**src/rtl/audio_rx_pkg.sv**
```systemverilog
// Package: shared encodings and sizing helpers for the audio receiver.
// Assumes: word lengths never exceed 32 bits.
package audio_rx_pkg;

    // Framing selected by fmt_sel.
    typedef enum logic [1:0] {
        FMT_LEFT  = 2'd0,
        FMT_RIGHT = 2'd1,
        FMT_MUX   = 2'd2,
        FMT_OFF   = 2'd3
    } fmt_e;

    // Number of channels in one multiplexed burst (three left/right pairs).
    localparam int MUX_CHANNELS = 6;

    // Bits per word for a length code.
    function automatic int len_bits(input logic [1:0] code);
        case (code)
            2'd0:    return 16;
            2'd1:    return 20;
            2'd2:    return 24;
            default: return 32;
        endcase
    endfunction

endpackage

```
**src/rtl/audio_rx_edge.sv**
```systemverilog
// Module: frame-clock change detector.
// Registers the frame clock on every bit-clock rising edge and compares the
// new sample with the previous one. The register keeps tracking while reset
// is asserted, so no false change is seen when reset is released.
module audio_rx_edge (
    input  logic bclk,
    input  logic frame_clk,
    output logic fc_prev,
    output logic fc_change,
    output logic fc_rise
);

    // Purpose: hold the frame-clock sample taken at the previous edge.
    always_ff @(posedge bclk) begin
        fc_prev <= frame_clk;
    end

    // Purpose: flag any change and a rising change of the frame clock.
    always_comb begin
        fc_change = frame_clk ^ fc_prev;
        fc_rise   = frame_clk & ~fc_prev;
    end

endmodule

```
**src/rtl/audio_rx_shift.sv**
```systemverilog
// Module: serial history register and word extraction.
// Shifts the data line in MSB first. Presents two masked views: the N bits
// ending with the bit sampled now (used when a word ends on its LSB), and
// the N bits ending with the previous sample (used when a word ends at a
// frame-clock change). Bits at and above N are forced to zero.
module audio_rx_shift #(
    parameter int DW = 32,
    parameter int BW = $clog2(DW) + 1
) (
    input  logic          bclk,
    input  logic          rst_n,
    input  logic          ser_data,
    input  logic [BW-1:0] nbits,
    output logic [DW-1:0] word_now,
    output logic [DW-1:0] word_prev
);

    logic [DW-1:0] hist;

    // Purpose: shift one serial bit into the history on each edge.
    always_ff @(posedge bclk) begin
        if (!rst_n) begin
            hist <= '0;
        end else begin
            hist <= {hist[DW-2:0], ser_data};
        end
    end

    // One mask and select stage per output bit.
    for (genvar i = 0; i < DW; i++) begin : g_bit
        logic keep;
        assign keep         = (BW'(i) < nbits);
        assign word_prev[i] = keep & hist[i];
        if (i == 0) begin : g_lsb
            assign word_now[i] = keep & ser_data;
        end else begin : g_upper
            assign word_now[i] = keep & hist[i-1];
        end
    end

endmodule

```
**src/rtl/audio_rx_seq.sv**
```systemverilog
// Module: framing sequencer.
// Decides when a word is complete and which channel it belongs to.
// Left-justified: counting restarts at every frame-clock change.
// Multiplexed: counting restarts at a rising change and runs through CHN words.
// Right-justified: a word completes at every change after the first one.
// Assumes fmt_sel and nbits are stable outside reset.
module audio_rx_seq
    import audio_rx_pkg::*;
#(
    parameter int CHN = MUX_CHANNELS,
    parameter int CW  = $clog2(CHN),
    parameter int BW  = 6
) (
    input  logic          bclk,
    input  logic          rst_n,
    input  logic [1:0]    fmt_sel,
    input  logic [BW-1:0] nbits,
    input  logic          frame_clk,
    input  logic          fc_prev,
    input  logic          fc_change,
    input  logic          fc_rise,
    output logic          done,
    output logic          use_prev,
    output logic [CW-1:0] chan
);

    fmt_e          fmt;
    logic          active;
    logic          seen;
    logic [BW-1:0] bit_cnt;
    logic [CW-1:0] chan_cnt;
    logic          start;
    logic          last_bit;

    // Purpose: decode the framing and the start and end of a word.
    always_comb begin
        fmt      = fmt_e'(fmt_sel);
        start    = ((fmt == FMT_LEFT) && fc_change) ||
                   ((fmt == FMT_MUX) && fc_rise);
        last_bit = (bit_cnt == nbits - BW'(1));
        use_prev = (fmt == FMT_RIGHT);
        done     = 1'b0;
        chan     = chan_cnt;
        case (fmt)
            FMT_LEFT, FMT_MUX: done = active && !start && last_bit;
            FMT_RIGHT: begin
                done = fc_change && seen;
                chan = fc_prev ? CW'(0) : CW'(1);
            end
            default: done = 1'b0;
        endcase
    end

    // Purpose: track bit position, channel number and first-change state.
    always_ff @(posedge bclk) begin
        if (!rst_n) begin
            active   <= 1'b0;
            seen     <= 1'b0;
            bit_cnt  <= '0;
            chan_cnt <= '0;
        end else begin
            seen <= seen | fc_change;
            if (start) begin
                active   <= 1'b1;
                bit_cnt  <= BW'(1);
                chan_cnt <= (fmt == FMT_LEFT && !frame_clk) ? CW'(1) : CW'(0);
            end else if (active && last_bit) begin
                bit_cnt <= '0;
                if (fmt == FMT_MUX && chan_cnt != CW'(CHN - 1)) begin
                    chan_cnt <= chan_cnt + CW'(1);
                end else begin
                    active <= 1'b0;
                end
            end else if (active) begin
                bit_cnt <= bit_cnt + BW'(1);
            end
        end
    end

endmodule

```
**src/rtl/audio_rx_deser.sv**
```systemverilog
// Module: multi-format audio serial receiver (top).
// Combines change detection, the serial history and the framing sequencer,
// and registers each finished word with its channel and a one-cycle strobe.
// Assumes DW >= 32 so every length code fits; longer codes saturate at DW.
module audio_rx_deser
    import audio_rx_pkg::*;
#(
    parameter int DW  = 32,
    parameter int CHN = MUX_CHANNELS,
    parameter int CW  = $clog2(CHN)
) (
    input  logic          bclk,
    input  logic          rst_n,
    input  logic [1:0]    fmt_sel,
    input  logic [1:0]    len_sel,
    input  logic          frame_clk,
    input  logic          ser_data,
    output logic [DW-1:0] word_data,
    output logic [CW-1:0] word_chan,
    output logic          word_valid
);

    localparam int BW = $clog2(DW) + 1;

    logic [BW-1:0] nbits;
    logic          fc_prev;
    logic          fc_change;
    logic          fc_rise;
    logic [DW-1:0] word_now;
    logic [DW-1:0] word_prev;
    logic          done;
    logic          use_prev;
    logic [CW-1:0] chan;

    // Purpose: turn the length code into a bit count, limited to DW.
    always_comb begin
        nbits = (len_bits(len_sel) > DW) ? BW'(DW) : BW'(len_bits(len_sel));
    end

    audio_rx_edge u_edge (
        .bclk      (bclk),
        .frame_clk (frame_clk),
        .fc_prev   (fc_prev),
        .fc_change (fc_change),
        .fc_rise   (fc_rise)
    );

    audio_rx_shift #(.DW(DW), .BW(BW)) u_shift (
        .bclk      (bclk),
        .rst_n     (rst_n),
        .ser_data  (ser_data),
        .nbits     (nbits),
        .word_now  (word_now),
        .word_prev (word_prev)
    );

    audio_rx_seq #(.CHN(CHN), .CW(CW), .BW(BW)) u_seq (
        .bclk      (bclk),
        .rst_n     (rst_n),
        .fmt_sel   (fmt_sel),
        .nbits     (nbits),
        .frame_clk (frame_clk),
        .fc_prev   (fc_prev),
        .fc_change (fc_change),
        .fc_rise   (fc_rise),
        .done      (done),
        .use_prev  (use_prev),
        .chan      (chan)
    );

    // Purpose: register a finished word, its channel and the strobe.
    always_ff @(posedge bclk) begin
        if (!rst_n) begin
            word_data  <= '0;
            word_chan  <= '0;
            word_valid <= 1'b0;
        end else begin
            word_valid <= done;
            if (done) begin
                word_data <= use_prev ? word_prev : word_now;
                word_chan <= chan;
            end
        end
    end

endmodule

```
**config.mk**
```make
export PLATFORM = sky130hd
export DESIGN_NAME = audio_rx_deser
export DESIGN_NICKNAME = d
export VERILOG_FILES = /design/src/rtl/audio_rx_pkg.sv /design/src/rtl/audio_rx_edge.sv /design/src/rtl/audio_rx_shift.sv /design/src/rtl/audio_rx_seq.sv /design/src/rtl/audio_rx_deser.sv
export SDC_FILE = /design/constraint.sdc
export NUM_CORES = 1
export LEC_CHECK = 0
export CORE_MARGIN = 8
export CORE_UTILIZATION = 41
export DETAILED_ROUTE_END_ITERATION = 16
export SYNTH_ARGS = -nofsm -noshare
export SYNTH_HDL_FRONTEND = slang
export SYNTH_HIERARCHICAL = 1
export SYNTH_SLANG_ARGS = --single-unit
```
**constraint.sdc**
```tcl
create_clock -name bclk -period 6.25 [get_ports bclk]
set_input_delay 0.9375 -clock bclk [delete_from_list [all_inputs] [get_ports bclk]]
set_output_delay 0.9375 -clock bclk [all_outputs]
set_load 0.005 [all_outputs]
```
# Word-level counts from Yosys, hierarchy flattened
# Index checks and enable logic that the tools add are counted.
# totals
register_bits	80
input_bits	8
output_inout_bits	36
wordCells	158
# classes
addsub	3
n_lt_le_gt_ge	33
eq_ne	7
mux	16
bitwise_logic	69
n_reduce_logical	20
# ops
operator	n
$lt A5 B6 Y1 const A	16
$and A1 B1 Y1	65
$lt A4 B6 Y1 const A	8
$gt A32 B7 Y1 const B	1
$mux W32	1
$lt A3 B6 Y1 const A	4
$pmux W6 S3	1
$lt A1 B6 Y1 const A	2
$lt A2 B6 Y1 const A	2
$mux W3	4
$logic_and A1 B1 Y1	8
$mux W1	8
$add A6 B1 Y6 const B	1
$eq A6 B6 Y1	1
$mux W6	1
$sub A6 B1 Y6 const B	1
$eq A2 B1 Y1 const B	2
$eq A2 B2 Y1 const B	2
$logic_not A2 Y1	2
$reduce_and A2 Y1	2
$reduce_bool A2 Y1	2
$add A3 B1 Y3 const B	1
$ne A3 B3 Y1 const B	1
$reduce_bool A3 Y1	1
9 further kinds	11

# Logic depth before layout (Yosys ltp)
# Gate-level depths: netlist of the first run.
# depth
ltp_word	9
depth_mapped	11
depth_no_buf	9

# By module
# The synthesis of the first run kept the hierarchy.
# modules_own_cells
mod	instances	cells_per_inst	area_each_um2	seq_area_each_um2
audio_rx_shift	1	185	1589.0	640.6
audio_rx_deser	1	158	1566.5	720.7
audio_rx_seq	1	96	788.3	220.2
audio_rx_edge	1	4	40.0	20.0

# Worst setup path after synthesis of the first run
# OpenSTA, ideal clock, no wires.
# synth_path
kind	input port to flip-flop
startpoint	input port len_sel[0]
endpoint	register word_data[0]
setup_ns	0.122
arrival_ns	2.689
required_time_ns	6.128
path_slack_ns	3.440
path_stages	10
path_buffers	3
path_cell_list	nor2b_1 nand2b_1 a21oi_1 o31ai_1 and3_1 buf_4 a32o_1 buf_4 buf_2 a21oi_1
# synth_between
elab_chain_cells	8
word_cells_on_any_way	14
classes_between	add/sub: 1; order compare: 2; eq/ne: 3; mux: 4; bitwise: 2; reduce/logical: 2
# synth_lines
item	line	rtl
start, declared	audio_rx_deser.sv:15	input logic [1:0] len_sel,
$eq A2 B2 Y1, or another cell as far along	audio_rx_pkg.sv:18	case (code)
$pmux W6 S3 *	audio_rx_pkg.sv:18	
$gt A32 B7 Y1	audio_rx_deser.sv:37	nbits = (len_bits(len_sel) > DW) ? BW'(DW) : BW'(len_bits(len_sel));
$mux W6 *	audio_rx_deser.sv:37	
$sub A6 B1 Y6 *	audio_rx_seq.sv:40	last_bit = (bit_cnt == nbits - BW'(1));
$eq A6 B6 Y1 *	audio_rx_seq.sv:40	
$logic_and A1 B1 Y1 *	audio_rx_seq.sv:45	FMT_LEFT, FMT_MUX: done = active && !start && last_bit;
$pmux W1 S2 *	audio_rx_seq.sv:44	case (fmt)
via done	audio_rx_deser.sv:31	logic done;
end signal, assigned	audio_rx_deser.sv:80	word_data <= use_prev ? word_prev : word_now;
end, declared	audio_rx_deser.sv:18	output logic [DW-1:0] word_data,
# Mark *: on every way through the listed nets, which the timed path passes. The rest lies on a longest branch.
# A chain may end at the register's enable or synchronous reset.

# Worst setup path in the final report of the first run
# layout_path
startpoint	input port len_sel[1]
endpoint	register word_chan[1]
# layout_between
elab_chain_cells	8
word_cells_on_any_way	10
classes_between	add/sub: 1; order compare: 1; eq/ne: 3; mux: 3; reduce/logical: 2
# layout_lines
item	line	rtl
$eq A2 B2 Y1, or another cell as far along	audio_rx_pkg.sv:18	
$pmux W6 S3 *	audio_rx_pkg.sv:18	
$gt A32 B7 Y1	audio_rx_deser.sv:37	
$mux W6 *	audio_rx_deser.sv:37	
via nbits[5]	audio_rx_deser.sv:25	logic [BW-1:0] nbits;
$sub A6 B1 Y6 *	audio_rx_seq.sv:40	
$eq A6 B6 Y1 *	audio_rx_seq.sv:40	
$logic_and A1 B1 Y1 *	audio_rx_seq.sv:45	
$pmux W1 S2 *	audio_rx_seq.sv:44	
via done	audio_rx_deser.sv:31	
end signal, assigned	audio_rx_deser.sv:81	word_chan <= chan;
end, declared	audio_rx_deser.sv:19	output logic [CW-1:0] word_chan,
# Marks and branches as above.

==> run metrics, run 1 <==
Initial Utilization=41.52%; Tcrit/Tclk final=74.32%; dpl hpwl=5835 um; width of the die=114.6 um; # DRC=0; Sink Count=80; top_reg_cell synth=dfxtp_1; Data required, critical path=6.49 ns; Gate Count Post-Synth=443; fin crit period=4.645 ns; average wire per standard cell=14.16 um; H-tree depth=3; Fin. Hold Viols=0; Clock Skew=0.006816 ns; Die Area=0.01313 mm2; layout cell share with drive strength beyond 1=6.017%; largest net degree at the start of global routing=74; type of destination of the critical path=flip-flop; # resized after CTS=0; Final Setup Violations=0; Remaining Overflow, GRT=0; pwr dens=230.7 mW/mm2; top cells by area, synth=dfxtp_1 (40%), mux2i_1 (9.0%), and2_1 (6.3%), o21ai_0 (6.2%), a21boi_0 (5.7%); Tightest Hold Check Type=reg2reg; row count=36; via count=3135; post-CTS setup buffer count=0; Post-DRT Antenna Nets=0; mapped cell area=0.003984 mm2; Final Max Slew Viols=0; status=finished clean; Yosys cell types=53; root buffer cell=clkbuf_8; number of max-cap violations=0; core box area=0.009594 mm2; setup tns final=0 ns; sequential share of the synthesized area=40.20%; most frequent cells in the layout=dfxtp_1 (80), o21ai_0 (49), clkdlybuf4s50_1 (42), and2_1 (40), a21oi_1 (39); port buffer count=43; syn avg cell area=8.993 um2; Critical Path Source Type=input pin; arrival time of the worst setup path=4.88 ns; vias in the first global route=3022; share of synthesized registers carrying an async set or reset=0%; clock latency on the worst-skew pair=0.34 ns; commonest non-fill, non-tap cell in the layout=dfxtp_1; Num CTS Buffers=9; DR vias/cell=5.098; Worst-Margin Slew=1.069 ns; Ys Warns=6; DIE HEIGHT=114.6 um; gr usage total=13.37%; nets=490; share of the synthesized area in the top cell type=40.20%; CTS max path bufs=2; Top Ports=44; Ant. Diodes=0; gpl congestion=0.7535; unrepaired setup endpoints after global routing=no; Pre-Repair DR Iteration Count=4; Post-synth EDFFs=0; worst relative slew slack=28.61%; CP Class=in2reg; Worst-path clk slew=0.08 ns; flops & latches, synth=80; CTS Hold Bufs=0; drt initial violations=130; global-route wire length before repair=14120 um; area grow syn2layout=17.43%; leakage power figure=1.683 nW; final WL=8709 um; TritonCTS clock tree=yes; worst-path fanout max=35; peak supply drop=0.1035 mV; Synth area leader=dfxtp_1; initial antenna violation count=0; total power draw=0.001079 W; Achievable Freq=215.3 MHz
worst max-delay path, cell delays in order:
cell	delay, ns
clkdlybuf4s50_1	0.48
and2_1	0.70
inv_1	0.55
xor2_1	0.28
o31ai_1	0.35
and3_1	0.43
a32o_2	0.61
buf_12	0.26
mux2i_1	0.20
nor2b_1	0.06
per-stage QoR:
| step | area [um2] | setup WS [ns] | util [%] | instances | hold slack (ns) |
|---|---|---|---|---|---|
| final | 4678 | 1.605 | 48.76 | 615 | 0.4621 |
| after global routing | 4678 | 1.331 | 48.76 | 615 | 0.4883 |
| after CTS | 4678 | 1.627 | 48.76 | 615 | 0.4636 |
| after detailed placement | 4439 | 1.246 | 46.27 | 599 | 0.4416 |
| after global placement | 4439 | 1.403 | 46.27 | 599 | 0.4326 |
| after floorplan | 4014 | 3.440 | - | 451 | 0.4229 |
path summary, 6_finish.rpt:
kind              cells past startpoint                           to                           from  slack, ns
setup / recovery                     10    word_chan[1]$_SDFFE_PN0P_                     len_sel[1]       1.60
hold / removal                        1  u_shift/hist[18]$_SDFF_PN0_    u_shift/hist[17]$_SDFF_PN0_       0.46
hold reg to reg                       1  u_shift/hist[18]$_SDFF_PN0_    u_shift/hist[17]$_SDFF_PN0_       0.46
setup reg to reg                      8    word_chan[1]$_SDFFE_PN0P_  u_seq/bit_cnt[3]$_SDFFE_PP0P_       3.64
per-layer routing:
| layer | wire [um] | track usage (%) |
|---|---|---|
| met4 | 133 | 4.614 |
| met3 | 261 | 4.272 |
| met5 | 0 | 0 |
| met1 | 3857 | 14.61 |
| met2 | 4456 | 23.72 |
synthesized netlist by cell type, types with 2 or more instances:
master and number:
a21boi_0 30, nor2_1 9, nand4_1 4, o31ai_1 2, a21oi_1 39, buf_4 2, nor3_1 5, o31a_1 2
nand3_1 9, o21a_1 3, buf_6 2, mux2i_1 36, nor4_1 3, nand2_1 12, buf_12 3, o21ai_0 49
xnor2_1 6, nor2b_1 17, a211oi_1 5, nor3b_1 7, buf_2 17, xor2_1 2, ha_1 5, o211ai_1 3
dfxtp_1 80, and2_1 40, clkbuf_1 7, and3_1 2, nand3b_1 2, inv_1 11, a211o_1 2, nand2b_1 6
layout make-up:
cell class | instances | area [um2]
clock buffer | 12 | 165.2
clock inverter | 4 | 73.82
fill | 935 | 4916
inverter | 11 | 41.29
multi-input combinational | 327 | 2155
sequential | 80 | 1602
tap | 133 | 166.4
timing repair buffer | 48 | 475.5
power breakdown:
part	leakage, nW	switching [W]	internal (W)
Clock	0.123	0.000187	0.000259
Combinational	0.912	0.0000586	0.0000443
Sequential	0.648	0.00000898	0.000521
Total	1.68	0.000255	0.000824
cell families (layout without fill, tap and decap cells):
group / count (synthesis) / after routing / synth area share [%]
simple gates: 124 / 124 / 18.59
buf+inv: 44 / 75 / 6.501
xor+xnor: 8 / 8 / 1.759
other cells: 1 / 9 / 0.09413
mux: 37 / 37 / 9.422
flops: 80 / 80 / 40.20
compound gates: 144 / 144 / 21.86
fa+ha+maj: 5 / 5 / 1.570
registers in the layout, summed over array words and instances, names as in the netlist, 3 cells and up:
signal	count
u_seq/bit_cnt	6
u_seq/chan_cnt	3
u_shift/hist	32
word_chan	3
word_data	32
No activity file was read; power rests on OpenSTA's default activity.
==> inputs of run 2 (changes only) <==
==> constraint.sdc (replaced) <==
create_clock -name bclk -period 4.53 [get_ports bclk]
set_input_delay 0.6795 -clock bclk [delete_from_list [all_inputs] [get_ports bclk]]
set_output_delay 0.6795 -clock bclk [all_outputs]
set_load 0.005 [all_outputs]
==> run 2 against run 1 <==
Against the previous run:
- via count increased by 1.9%
- clock skew up 0.0036 ns
- sequential share of layout area is 0.37 points higher
- largest power group unchanged
- largest cell class unchanged
- sequential power grew 38%
- worst setup slack lost 0.38 ns
- critical path depth up 1
- register-to-register slack got worse by 1.7 ns
- critical endpoint is now word_chan[0]$_SDFFE_PN0P_
- clock-buffer cell count decreased by 1
- power up 25%
- final area is 1.1% lower
- cell count increased by 0.33%
==> run metrics, run 2 (synthesis gave the netlist of run 1 again) <==
CTS max path bufs=2 (unchanged); largest delay contributor family on the critical path=buffers and inverters; crit-path max cell delay=0.57 ns (-0.13 ns); Final Max Slew Viols=0 (unchanged); critical path, cell by cell=clkdlybuf4s50_1 -> and2_1 -> inv_1 -> buf_4 -> xor2_1 -> o31ai_1 -> and3_1 -> a32o_2 -> buf_12 -> mux2i_1 -> nor2b_1; dpl hpwl=5726 um (-1.9%); placed instance count=601 (+0.33%); Worst-path clk slew=0.09 ns (about the same); via count=3194 (+1.9%); Clock Skew=0.01043 ns (+0.003617 ns); DIE HEIGHT=114.6 um (unchanged); Initial Utilization=41.52% (unchanged); # resized after CTS=0 (unchanged); commonest non-fill, non-tap cell in the layout=dfxtp_1; vias in the first global route=3087 (+2.2%); drt initial violations=176 (+35%); CP Class=in2reg; Ant. Diodes=0 (unchanged); TritonCTS clock tree=yes; root buffer cell=clkbuf_8; final WL=8707 um (about the same); nets=492 (+0.41%); worst-path fanout max=39 (+11%); Tcrit/Tclk final=72.86%; largest net degree at the start of global routing=74 (unchanged); arrival time of the worst setup path=3.56 ns (-1.32 ns); gpl congestion=0.7492 (-0.57%); clock latency on the worst-skew pair=0.35 ns (about the same); pwr dens=291.7 mW/mm2 (+26%); row count=36 (unchanged); largest registers=u_shift/hist x32, word_data x32, u_seq/bit_cnt x6; Num CTS Buffers=9 (unchanged); average wire per standard cell=14.11 um (-0.35%); CTS Hold Bufs=0 (unchanged); Achievable Freq=303.0 MHz; DR vias/cell=5.177 (+1.6%); fin crit period=3.301 ns; width of the die=114.6 um (unchanged); Tightest Hold Check Type=reg2reg; CP bufs+invs=4 (+1); global-route wire length before repair=14680 um (+4.0%); post-CTS setup buffer count=0 (unchanged); Pre-Repair DR Iteration Count=4 (unchanged); Top Ports=44 (unchanged); unrepaired setup endpoints after global routing=no; Die Area=0.01313 mm2 (unchanged); Final Setup Violations=0 (unchanged); worst relative slew slack=54.39% (+26 points); gr usage total=13.84% (+0.47 points); type of destination of the critical path=flip-flop; Remaining Overflow, GRT=0 (unchanged); # DRC=0 (unchanged); Critical Path Source Type=input pin; layout cell share with drive strength beyond 1=6.198% (+0.18 points); post-route insts no fill=617 (+0.33%); Final Util=48.24% (-0.52 points); core box area=0.009594 mm2 (unchanged); area grow syn2layout=16.17%; Fin. Hold Viols=0 (unchanged); status=finished clean; setup tns final=0 ns (unchanged); Post-DRT Antenna Nets=0 (unchanged); number of max-cap violations=0 (unchanged); Worst-Margin Slew=0.6816 ns (-0.3870 ns); initial antenna violation count=0 (unchanged); Crit-path slowest cell=a32o_2; port buffer count=43 (unchanged); H-tree depth=3 (unchanged); leakage power figure=1.651 nW (-1.9%); peak supply drop=0.1691 mV (+63%); most frequent cells in the layout=dfxtp_1 (80), o21ai_0 (49), clkdlybuf4s50_1 (42), and2_1 (40), a21oi_1 (39); Sink Count=80 (unchanged); Data required, critical path=4.79 ns (-1.70 ns)
## run 2: final cells by class
class                   count  area [um2]
clock buffers              11       141.4
clock inverters             5       32.53
fillers                   939        4966
inverters                  11       41.29
multi-input cells         327        2155
flip-flops and latches     80        1602
well taps                 133       166.4
repair buffers             50       490.5
## run 2: stage by stage
step,hold slack (ns),setup slack [ns],area (um2),power (W)
after global placement,0.4308,0.9308,4454,0.0008879
after global routing,0.4792,0.9696,4628,0.001416
after detailed placement,0.4327,0.8626,4454,0.0008895
final,0.4485,1.229,4628,0.001350
after CTS,0.4518,1.257,4628,0.001367
after floorplan,0.4229,1.978,4014,0.0008459
## run 2: worst reg2reg max path: cells and delay by family (launching register included)
kind | cells | cell delay, ns
buffers and inverters | 1 | 0.27
muxes | 1 | 0.23
and+or+nand+nor | 3 | 0.77
AOI/OAI and AO/OA | 1 | 0.57
DFF | 1 | 0.42
xor gates and xnor gates | 2 | 0.26
## run 2: final timing paths
| check | from | end | slack (ns) | cells after the start |
|---|---|---|---|---|
| max reg2reg | u_seq/bit_cnt[3]$_SDFFE_PP0P_ | word_chan[0]$_SDFFE_PN0P_ | 1.93 | 8 |
| max | len_sel[1] | word_chan[0]$_SDFFE_PN0P_ | 1.23 | 11 |
| min reg2reg | u_shift/hist[17]$_SDFF_PN0_ | u_shift/hist[18]$_SDFF_PN0_ | 0.45 | 1 |
| min | u_shift/hist[17]$_SDFF_PN0_ | u_shift/hist[18]$_SDFF_PN0_ | 0.45 | 1 |
## run 2: per-layer routing
metal / part of all wire, % / wire [um] / vias up / global-route usage [%]
met4: 1.3 / 110 / 0 / 5.590
met5: 0 / 0 / - / 0
met1: 45 / 3937 / 1518 / 16.48
met3: 3.1 / 268 / 10 / 2.901
li1: - / - / 1627 / -
met2: 50 / 4392 / 39 / 23.64
## run 2: power breakdown
| part | total (W) | switching (W) | internal (W) |
|---|---|---|---|
| sequential | 0.000732 | 0.0000122 | 0.000719 |
| clock | 0.000475 | 0.000263 | 0.000212 |
| combinational | 0.000143 | 0.0000812 | 0.0000622 |
| total | 0.00135 | 0.000356 | 0.000994 |
==> inputs of run 3 (changes only) <==
==> constraint.sdc (replaced) <==
create_clock -name bclk -period 2.74 [get_ports bclk]
set_input_delay 0.411 -clock bclk [delete_from_list [all_inputs] [get_ports bclk]]
set_output_delay 0.411 -clock bclk [all_outputs]
set_load 0.005 [all_outputs]
==> run 3 against run 2 <==
Against the previous run:
- flip-flop and latch count did not move
- combinational power rose by 74%
- cell count rose by 1.3%
- clock skew rose by 0.0057 ns
- core utilization rose by 1.5 points
- via count rose by 0.75%
- global-route usage rose by 0.26 points
- clock-buffer cell count fell by 2
- worst hold slack improved by 0.0062 ns
- power rose by 89%
- clock power rose by 130%
- sequential share of layout area fell by 1.1 points
- critical path type unchanged
==> run metrics, run 3 (synthesis gave the netlist of run 1 again) <==
largest registers=u_shift/hist x32, word_data x32, u_seq/bit_cnt x6; Worst-Margin Slew=0.6880 ns (+0.006395 ns); clock latency on the worst-skew pair=0.36 ns (about the same); fin crit period=2.351 ns; area grow syn2layout=19.88%; Seq pwr share=47.5% (-6.7 points); Num CTS Buffers=9 (unchanged); Data required, critical path=3.03 ns (-1.76 ns); DIE HEIGHT=114.6 um (unchanged); Initial Utilization=41.52% (unchanged); worst-path fanout max=31 (-21%); pwr dens=532.9 mW/mm2 (+83%); port buffer count=43 (unchanged); CP Class=in2reg; post-CTS setup buffer count=0 (unchanged); number of max-cap violations=0 (unchanged); width of the die=114.6 um (unchanged); Logic pwr share=9.8% (-0.8 points); row count=36 (unchanged); Top Ports=44 (unchanged); sw power=0.0006278 W (+76%); dpl hpwl=6209 um (+8.4%); initial antenna violation count=0 (unchanged); Pre-Repair DR Iteration Count=4 (unchanged); Remaining Overflow, GRT=0 (unchanged); Sw Share=24.67% (-1.7 points); status=finished clean; area of the multi-input gates=0.002155 mm2 (unchanged); average wire per standard cell=14.27 um (+1.1%); most frequent cells in the layout=dfxtp_1 (80), o21ai_0 (49), clkdlybuf4s50_1 (42), and2_1 (40), a21oi_1 (39); CTS max path bufs=2 (unchanged); Fin. Hold Viols=0 (unchanged); FF+latch area=0.001602 mm2 (unchanged); Pint=0.001917 W (+93%); gr usage total=14.11% (+0.26 points); Final Max Slew Viols=0 (unchanged); nets=500 (+1.6%); gpl congestion=0.7702 (+2.8%); type of destination of the critical path=flip-flop; final instance area=0.004776 mm2 (+3.2%); Sink Count=80 (unchanged); Critical Path Source Type=input pin; clock share of power=42.7% (+7.5 points); Final Setup Violations=0 (unchanged); vias in the first global route=3126 (+1.3%); global-route wire length before repair=14860 um (+1.2%); Area after DPL=0.004527 mm2 (+1.6%); H-tree depth=3 (unchanged); via count=3218 (+0.75%); Post-DRT Antenna Nets=0 (unchanged); largest net degree at the start of global routing=35 (-53%); fillers=940 (+0.11%); Achievable Freq=425.4 MHz; peak supply drop=0.2478 mV (+47%); commonest non-fill, non-tap cell in the layout=dfxtp_1; # DRC=0 (unchanged); Tcrit/Tclk final=85.80%; # resized after CTS=0 (unchanged); Worst-path clk slew=0.09 ns (about the same); root buffer cell=clkbuf_8; core box area=0.009594 mm2 (unchanged); Die Area=0.01313 mm2 (unchanged); Clock Skew=0.01611 ns (+0.005681 ns); Tightest Hold Check Type=reg2reg; layout cell share with drive strength beyond 1=7.927% (+1.7 points); Final Util=49.78% (+1.5 points); TritonCTS clock tree=yes; unrepaired setup endpoints after global routing=no; CTS Hold Bufs=0 (unchanged); DR vias/cell=5.149 (-0.54%); drt initial violations=166 (-5.7%); Ant. Diodes=0 (unchanged); setup tns final=0 ns (unchanged); leakage power figure=1.738 nW (+5.3%); arrival time of the worst setup path=2.64 ns (-0.92 ns); final WL=8918 um (+2.4%); worst relative slew slack=53.96% (-0.43 points)
==> run 3: layout make-up <==
| type | instances | area share (%) |
|---|---|---|
| Clock buffer | 9 | 2.594 |
| Sequential cell | 80 | 33.53 |
| Multi-Input combinational cell | 327 | 45.11 |
| Inverter | 11 | 0.8646 |
| Tap cell | 133 | 3.484 |
| Clock inverter | 7 | 2.620 |
| Timing Repair Buffer | 58 | 11.79 |
==> run 3: metrics by stage <==
stage | worst slack, ns | hold slack, ns | cells | total power (W)
4_1_cts | 0.3941 | 0.4572 | 625 | 0.002564
5_1_grt | 0.1780 | 0.4673 | 625 | 0.002655
3_5_place_dp | 0.01269 | 0.4353 | 609 | 0.001483
3_3_place_gp | 0.05555 | 0.4283 | 609 | 0.001478
2_1_floorplan | 0.4564 | 0.4229 | 451 | 0.001399
6_report | 0.3892 | 0.4548 | 625 | 0.002545
==> run 3: worst paths after layout <==
path	startpoint	to	slack (ns)	depth (start not counted)
min	u_shift/hist[17]$_SDFF_PN0_	u_shift/hist[18]$_SDFF_PN0_	0.45	1
max reg2reg	u_edge/fc_prev$_DFF_P_	word_data[25]$_SDFFE_PN0P_	0.85	10
max	len_sel[0]	word_data[9]$_SDFFE_PN0P_	0.39	10
min reg2reg	u_shift/hist[17]$_SDFF_PN0_	u_shift/hist[18]$_SDFF_PN0_	0.45	1
==> run 3: critical path, stage by stage <==
cell             delay [ns]
clkdlybuf4s50_1        0.48
nor2b_1                0.36
nand2b_1               0.16
a21oi_1                0.06
o31ai_1                0.30
and3_1                 0.22
a32o_2                 0.22
buf_12                 0.19
o21ai_0                0.09
a21oi_1                0.14
==> run 3: routing by layer <==
metal / up-vias / global-route usage, % / routed length [um]
li1: 1645 / - / -
met3: 5 / 3.323 / 318
met1: 1522 / 16.16 / 3905
met4: 0 / 4.791 / 87
met2: 46 / 25.01 / 4606
met5: - / 0 / 0
==> run 3: power groups by stage <==
stage | Combinational (W) | Clock (W) | Sequential (W)
after floorplan | 0.000166 | 0 | 0.00123
after global placement | 0.000242 | 0 | 0.00124
after detailed placement | 0.000245 | 0 | 0.00124
after CTS | 0.000246 | 0.00111 | 0.00121
after global routing | 0.000277 | 0.00116 | 0.00122
final | 0.000249 | 0.00109 | 0.00121
